## src/rtl/serial_accum_pkg.sv

```systemverilog
package serial_accum_pkg;
  localparam int unsigned DEF_WIDTH = 4;

  // result of a one-bit addition step
  typedef struct packed {
    logic cout;
    logic sum;
  } fa_out_t;
endpackage

```

## src/rtl/sa_rst_sync.sv

```systemverilog
module sa_rst_sync (
  input  logic clk,
  input  logic rst_n_i,
  output logic rst_n_o
);
  logic [1:0] sync_q;

  always_ff @(posedge clk or negedge rst_n_i) begin
    if (!rst_n_i) sync_q <= 2'b00;
    else          sync_q <= {sync_q[0], 1'b1};
  end

  assign rst_n_o = sync_q[1];
endmodule

```

## src/rtl/sa_full_adder.sv

```systemverilog
module sa_full_adder
  import serial_accum_pkg::*;
(
  input  logic    a_i,
  input  logic    b_i,
  input  logic    ci_i,
  output fa_out_t res_o
);
  always_comb begin
    res_o.sum  = a_i ^ b_i ^ ci_i;
    res_o.cout = (a_i & b_i) | (a_i & ci_i) | (b_i & ci_i);
  end
endmodule

```

## src/rtl/sa_shreg.sv

```systemverilog
module sa_shreg #(
  parameter int unsigned W = 4
) (
  input  logic         clk,
  input  logic         rst_n,
  input  logic         load_en,
  input  logic [W-1:0] load_val,
  input  logic         shift_en,
  input  logic         ser_in,
  output logic [W-1:0] q
);
  logic [W-1:0] q_nxt;
  logic         upd;

  // shift wins over load
  always_comb begin
    q_nxt = q;
    upd   = shift_en | load_en;
    if (shift_en)     q_nxt = {ser_in, q[W-1:1]};
    else if (load_en) q_nxt = load_val;
  end

  always_ff @(posedge clk or negedge rst_n) begin
    if (!rst_n)   q <= '0;
    else if (upd) q <= q_nxt;
  end
endmodule

```

## src/rtl/sa_seq_ctrl.sv

```systemverilog
module sa_seq_ctrl #(
  parameter int unsigned W = 4
) (
  input  logic clk,
  input  logic rst_n,
  input  logic start_i,
  output logic shift_o,
  output logic done_o
);
  localparam int unsigned CW = (W > 2) ? $clog2(W) : 1;
  localparam logic [CW-1:0] LAST = CW'(W - 1);

  logic [CW-1:0] cnt_q, cnt_nxt;
  logic          busy_q, busy_nxt;
  logic          done_nxt;

  always_comb begin
    shift_o  = busy_q | start_i;
    cnt_nxt  = cnt_q;
    busy_nxt = busy_q;
    done_nxt = 1'b0;
    if (shift_o) begin
      if (cnt_q == LAST) begin
        cnt_nxt  = '0;
        busy_nxt = 1'b0;
        done_nxt = 1'b1;
      end else begin
        cnt_nxt  = cnt_q + 1'b1;
        busy_nxt = 1'b1;
      end
    end
  end

  always_ff @(posedge clk or negedge rst_n) begin
    if (!rst_n) begin
      cnt_q  <= '0;
      busy_q <= 1'b0;
      done_o <= 1'b0;
    end else begin
      cnt_q  <= cnt_nxt;
      busy_q <= busy_nxt;
      done_o <= done_nxt;
    end
  end
endmodule

```

## src/rtl/serial_accum.sv

```systemverilog
module serial_accum
  import serial_accum_pkg::*;
#(
  parameter int unsigned WIDTH = DEF_WIDTH
) (
  input  logic             clk,
  input  logic             rst_n,
  input  logic [WIDTH-1:0] a_data_i,
  input  logic [WIDTH-1:0] b_data_i,
  input  logic             load_a_i,
  input  logic             load_b_i,
  input  logic             clr_carry_i,
  input  logic             start_i,
  output logic             done_o,
  output logic [WIDTH-1:0] acc_o,
  output logic             carry_o
);
  logic             rst_q_n;
  logic             shift_en;
  logic [WIDTH-1:0] b_q;
  logic             carry_q, carry_nxt;
  fa_out_t          fa;

  sa_rst_sync i_rst_sync (
    .clk     (clk),
    .rst_n_i (rst_n),
    .rst_n_o (rst_q_n)
  );

  sa_seq_ctrl #(.W(WIDTH)) i_ctrl (
    .clk     (clk),
    .rst_n   (rst_q_n),
    .start_i (start_i),
    .shift_o (shift_en),
    .done_o  (done_o)
  );

  // augend register doubles as the accumulator
  sa_shreg #(.W(WIDTH)) i_reg_a (
    .clk      (clk),
    .rst_n    (rst_q_n),
    .load_en  (load_a_i & ~shift_en),
    .load_val (a_data_i),
    .shift_en (shift_en),
    .ser_in   (fa.sum),
    .q        (acc_o)
  );

  sa_shreg #(.W(WIDTH)) i_reg_b (
    .clk      (clk),
    .rst_n    (rst_q_n),
    .load_en  (load_b_i & ~shift_en),
    .load_val (b_data_i),
    .shift_en (shift_en),
    .ser_in   (1'b0),
    .q        (b_q)
  );

  sa_full_adder i_fa (
    .a_i   (acc_o[0]),
    .b_i   (b_q[0]),
    .ci_i  (carry_q),
    .res_o (fa)
  );

  always_comb begin
    carry_nxt = carry_q;
    if (shift_en)         carry_nxt = fa.cout;
    else if (clr_carry_i) carry_nxt = 1'b0;
  end

  always_ff @(posedge clk or negedge rst_q_n) begin
    if (!rst_q_n) carry_q <= 1'b0;
    else          carry_q <= carry_nxt;
  end

  assign carry_o = carry_q;
endmodule

```

## config.mk

```make
export PLATFORM = sky130hd
export DESIGN_NAME = serial_accum
export DESIGN_NICKNAME = d
export VERILOG_FILES = /design/src/rtl/serial_accum_pkg.sv /design/src/rtl/sa_rst_sync.sv /design/src/rtl/sa_full_adder.sv /design/src/rtl/sa_shreg.sv /design/src/rtl/sa_seq_ctrl.sv /design/src/rtl/serial_accum.sv
export SDC_FILE = /design/constraint.sdc
export NUM_CORES = 1
export LEC_CHECK = 0
export ABC_CLOCK_PERIOD_IN_PS = 1200
export BUFFER_PORTS_ARGS = -buffer_cell sky130_fd_sc_hd__buf_2
export CAP_MARGIN = 20
export CORE_MARGIN = 2
export CORE_UTILIZATION = 52
export DETAILED_ROUTE_END_ITERATION = 6
export GPL_ROUTABILITY_DRIVEN = 1
export PLACE_DENSITY_LB_ADDON = 0.3
export SETUP_SLACK_MARGIN = 0.05
export SLEW_MARGIN = 20
export SYNTH_ARGS = -nofsm -noshare
export SYNTH_HDL_FRONTEND = slang
export SYNTH_SLANG_ARGS = --single-unit
export TNS_END_PERCENT = 5
```

## constraint.sdc

```tcl
create_clock -name clk -period 1.2 [get_ports clk]
set_clock_uncertainty 0.2 [all_clocks]
set_input_delay 0.24 -clock clk [delete_from_list [all_inputs] [get_ports clk]]
set_output_delay 0.24 -clock clk [all_outputs]
set_load 0.01 [all_outputs]
```

# After elaboration in Yosys (flattened, before gate mapping)
# Cells that the tools add are included.
[op_classes]
addsub = 1
bitwise_logic = 13
mux = 10
n_reduce_logical = 5
n_eq_ne = 1
[ops]
columns = ["cell", "count"]
rows = [
  ["$mux W4", 4],
  ["$reduce_bool A2 Y1", 3],
  ["$and A1 B1 Y1", 5],
  ["$mux W1", 5],
  ["$or A1 B1 Y1", 5],
  ["$reduce_and A2 Y1", 2],
  ["$add A2 B1 Y2 const B", 1],
  ["$eq A2 B2 Y1 const B", 1],
  ["$mux W2", 1],
  ["$xor A1 B1 Y1", 2],
  ["$not A1 Y1", 1],
]
[totals]
out_inout_bits = 6
register_bits = 15
elab_cells = 37
input_bits = 14

# Depth between registers and ports, before layout
[logic_depth]
ltp_word = 5
ltp_mapped = 4
depth_no_buf = 3

# Modules after synthesis
# A second synthesis with hierarchy kept.
[unflattened]
hier_cells = 57
area_unflattened_um2 = 685.7
[by_module_without_submodules]
columns = ["mod", "area_per_inst_um2", "seq_area_each_um2", "cells_per_inst", "instances"]
rows = [
  ["sa_shreg", 186.4, 100.1, 17, 2],
  ["sa_seq_ctrl", 173.9, 100.1, 12, 1],
  ["serial_accum", 65.1, 25.0, 7, 1],
  ["sa_rst_sync", 53.8, 50.0, 3, 1],
  ["sa_full_adder", 20.0, 0.0, 1, 1],
]

# Worst setup path after synthesis
# Ideal clock, no wire load.
[synth_timing]
path_kind = "register to register"
start = "register carry_q, in the netlist carry_o"
end = "register i_reg_a.q[3]"
path_slack_ps = -152
period_less_slack_ps = 1352
setup_ps = 127
n_path_buf = 0
arrival_ps = 1025
path_stages_with_launch = 4
t_required_ps = 873
cell_sequence = "dfrtp_1 > inv_1 > fa_1 > mux2i_1"
[synth_via]
elab_chain_len = 2
[synth_rtl]
columns = ["item", "line_no", "rtl"]
rows = [
  ["from (decl)", "serial_accum.sv:21", "logic carry_q, carry_nxt;"],
  ["from (signal assigned)", "serial_accum.sv:74", "else carry_q <= carry_nxt;"],
  ["$xor A1 B1 Y1", "sa_full_adder.sv:10", "res_o.sum = a_i ^ b_i ^ ci_i;"],
  ["$mux W4", "sa_shreg.sv:19", "if (shift_en) q_nxt = {ser_in, q[W-1:1]};"],
  ["to (signal assigned)", "sa_shreg.sv:25", "else if (upd) q <= q_nxt;"],
  ["to (decl)", "sa_shreg.sv:10", "output logic [W-1:0] q"],
]
# Every way passes these cells.
# A chain may end at the register's enable or synchronous reset.

# Worst setup path in the final report
[layout_timing]
start = "register i_reg_a.q[0]"
end = "output acc_o[0]"
[layout_rtl]
columns = ["item", "line_no", "rtl"]
rows = [
  ["to (decl)", "serial_accum.sv:15", "output logic [WIDTH-1:0] acc_o,"],
]
# No word-level cell between the ends.

==> results.toml <==
[outcome]
violations = "setup timing"
status = "complete, but fails checks"

[floorplan]
std_cell_rows = 13
die_area_mm2 = 0.001628
ios = 20
dieWidth_um = 40.35
core_mm2 = 0.001269
start_util = 0.5414
fp.dieH_um = 40.35

[logic_synthesis]
ys_seq_area_frac = 0.5464
synth_area_leaders = "dfrtp_1 (55%), mux2i_1 (15%), o21ai_0 (4.4%)"
synth_seq_cells = 15
netlist_area_um2 = 686.9
netlist.area_leader.share = 0.5464
synthesis.nets = 74
syn_inst = 58
syn_avg_cell_area_um2 = 11.84
synth_cell_types = 21
yosysWarningCount = 0
yosysTopAreaCell = "dfrtp_1"

[setup_path]
worstSetupPathType = "reg -> out"
cp-end-kind = "output port"
start_kind = "flip-flop"
crit_path_max_fanout = 2
required_ns = 0.76
arrival_ns = 0.91

[cells_and_area]
syn_to_final_growth_pct = 27.87
drive_gt1_frac = 0.4337
stdcell_count = 98
nets = 100
mostFrequentLayoutCell = "buf_2"
final_cell_mix = "buf_2 (18), dfrtp_1 (15), mux2i_1 (10), o21ai_1 (9), buf_4 (5)"
final_util = 0.6923
antenna_cells = 0

[pwr]
power_switching_mw = 0.6126
leakage_nw = 0.4382
power_density_mw_per_mm2 = 2059
seqPwrFrac = 0.452
sw_frac_of_total = 0.3387
peakVddDrop_mv = 1.245
combPwrFrac = 0.391
clockPowerShare = 0.157
internal-power_mw = 1.196

[cts]
clockBufferDepth = 2
clk_pin_slew_ns = 0.08
clock-sinks = 15
clk_latency_ns = 0.28
tritoncts = "built"
htreeDepth = 1
cts_made_buffers = 3
root_buffer = "clkbuf_4"

[routing]
wire_per_inst_um = 12.34
routed_via_density = 4.867
wirelength_um = 1209
dr.pass1.iters = 4
route.detailed.drc = 0
vias = 477
detail-route-antenna-nets = 0
drt_iter0_markers = 5

[timing]
period_share = 1.121
period_minus_slack_ns = 1.345
rsz0062_at_grt = "yes"
setup_ws_ns = -0.1451
slew_viol_final = 0
finalHoldViolCount = 0
clock.fmax_ghz = 0.7434
setup_viol = 9

[grt]
antenna_found_initial = 0
grt_pass1_vias = 494
grt_usage = 0.1936
grt_pass1_wl_um = 1980
grt_max_degree = 10
grt-ovfl-total = 0

[placement]
gp_congestion = 0.6926
pre_cts_slack_ns = -0.1064
dp_cells = 92
dpl.hpwl_um = 995
port_buffers = 19

[hold_path]
hold_class = "in -> reg"

[run]
max_cap_viol_count = 0
==> routing by layer <==
layer,wire length [µm],global-route usage,vias to the layer above
met1,499,0.2509,227
li1,-,-,239
met2,654,0.2976,11
met3,55,0.05000,0
met5,0,0,-
met4,0,0.1000,0
==> per-stage QoR <==
step / hold slack [ns] / TNS [ns] / power (mW) / cell area, µm²
detailed placement: -0.1713 / -0.3734 / 1.475 / 809.5
global route: 0.01221 / -1.142 / 1.948 / 878.3
global placement: -0.1755 / -0.2140 / 1.438 / 809.5
finish: 0.01229 / -0.7050 / 1.808 / 878.3
CTS: 0.001832 / -0.8178 / 1.827 / 875.8
floorplan: -0.2556 / -0.6019 / 1.258 / 686.9
==> cells in the mapped netlist, drive strengths merged <==
cell type  number
ha              1
mux2i          10
clkbuf          1
o21bai          1
dfrtp          15
or4b            1
inv             4
o21ai          13
and2            1
or2             1
buf             5
conb            1
nor2            2
mux2            1
fa              1
==> path summary, 6_finish.rpt <==
path                                         to  slack, ns            startpoint  cells past startpoint
hold reg to reg            i_rst_sync.sync_q[1]       0.18  i_rst_sync.sync_q[0]                      0
hold / removal                          carry_o       0.01           clr_carry_i                      3
setup / recovery                       acc_o[0]      -0.15          i_reg_a.q[0]                      2
min in group asynchronous  i_rst_sync.sync_q[1]       0.07                 rst_n                      2
setup reg to reg                   i_reg_a.q[3]      -0.13          i_reg_a.q[0]                      3
max in group asynchronous               carry_o       0.17  i_rst_sync.sync_q[1]                      2
==> registers in the layout, summed over array words and instances (netlist names) <==
name,count
i_ctrl.done_o,1
i_ctrl.busy_q,1
i_reg_a.q,4
i_ctrl.cnt_q,2
carry_o,1
i_rst_sync.sync_q,2
i_reg_b.q,4
==> kinds of logic (layout without fill, tap and decap cells) <==
logic type	after synthesis	count (layout)	synth area share
adder cells (fa/ha/maj)	2	2	0.04736
other	1	1	0.005459
AND/OR/NAND/NOR	5	5	0.05283
AO/OA/AOI/OAI	14	14	0.1111
buffers and inverters	10	35	0.07467
flip-flops	15	15	0.5464
multiplexers	11	11	0.1621
==> worst max-delay path: stages, from the launching register on <==
cell and delay (ns):
dfrtp_1 0.40, buf_6 0.12, buf_6 0.11
==> cell type report <==
cell class,count,area (µm²)
clock buffer,4,26.28
sequential,15,375.4
timing repair buffer,27,170.2
inverter,4,15.01
tap,15,18.77
fill,97,390.4
multi-input combinational,33,272.8
==> what timing repair did <==
item,in CTS,in global routing
setup buffers,0,0
resized for setup,6,5
cloned,0,0
hold buffers,2,0
setup endpoints to repair,18,17
pin swaps,2,1
hold endpoints to repair,15,0
==> power by group through the flow <==
stage          clock (mW)  sequential [mW]  combinational, mW
2_1_floorplan           0            0.828              0.430
3_3_place_gp            0            0.810              0.628
3_5_place_dp            0            0.823              0.652
4_1_cts             0.297            0.818              0.712
5_1_grt             0.313            0.841              0.794
6_report            0.283            0.817              0.707
No activity file was read; power rests on OpenSTA's default activity.
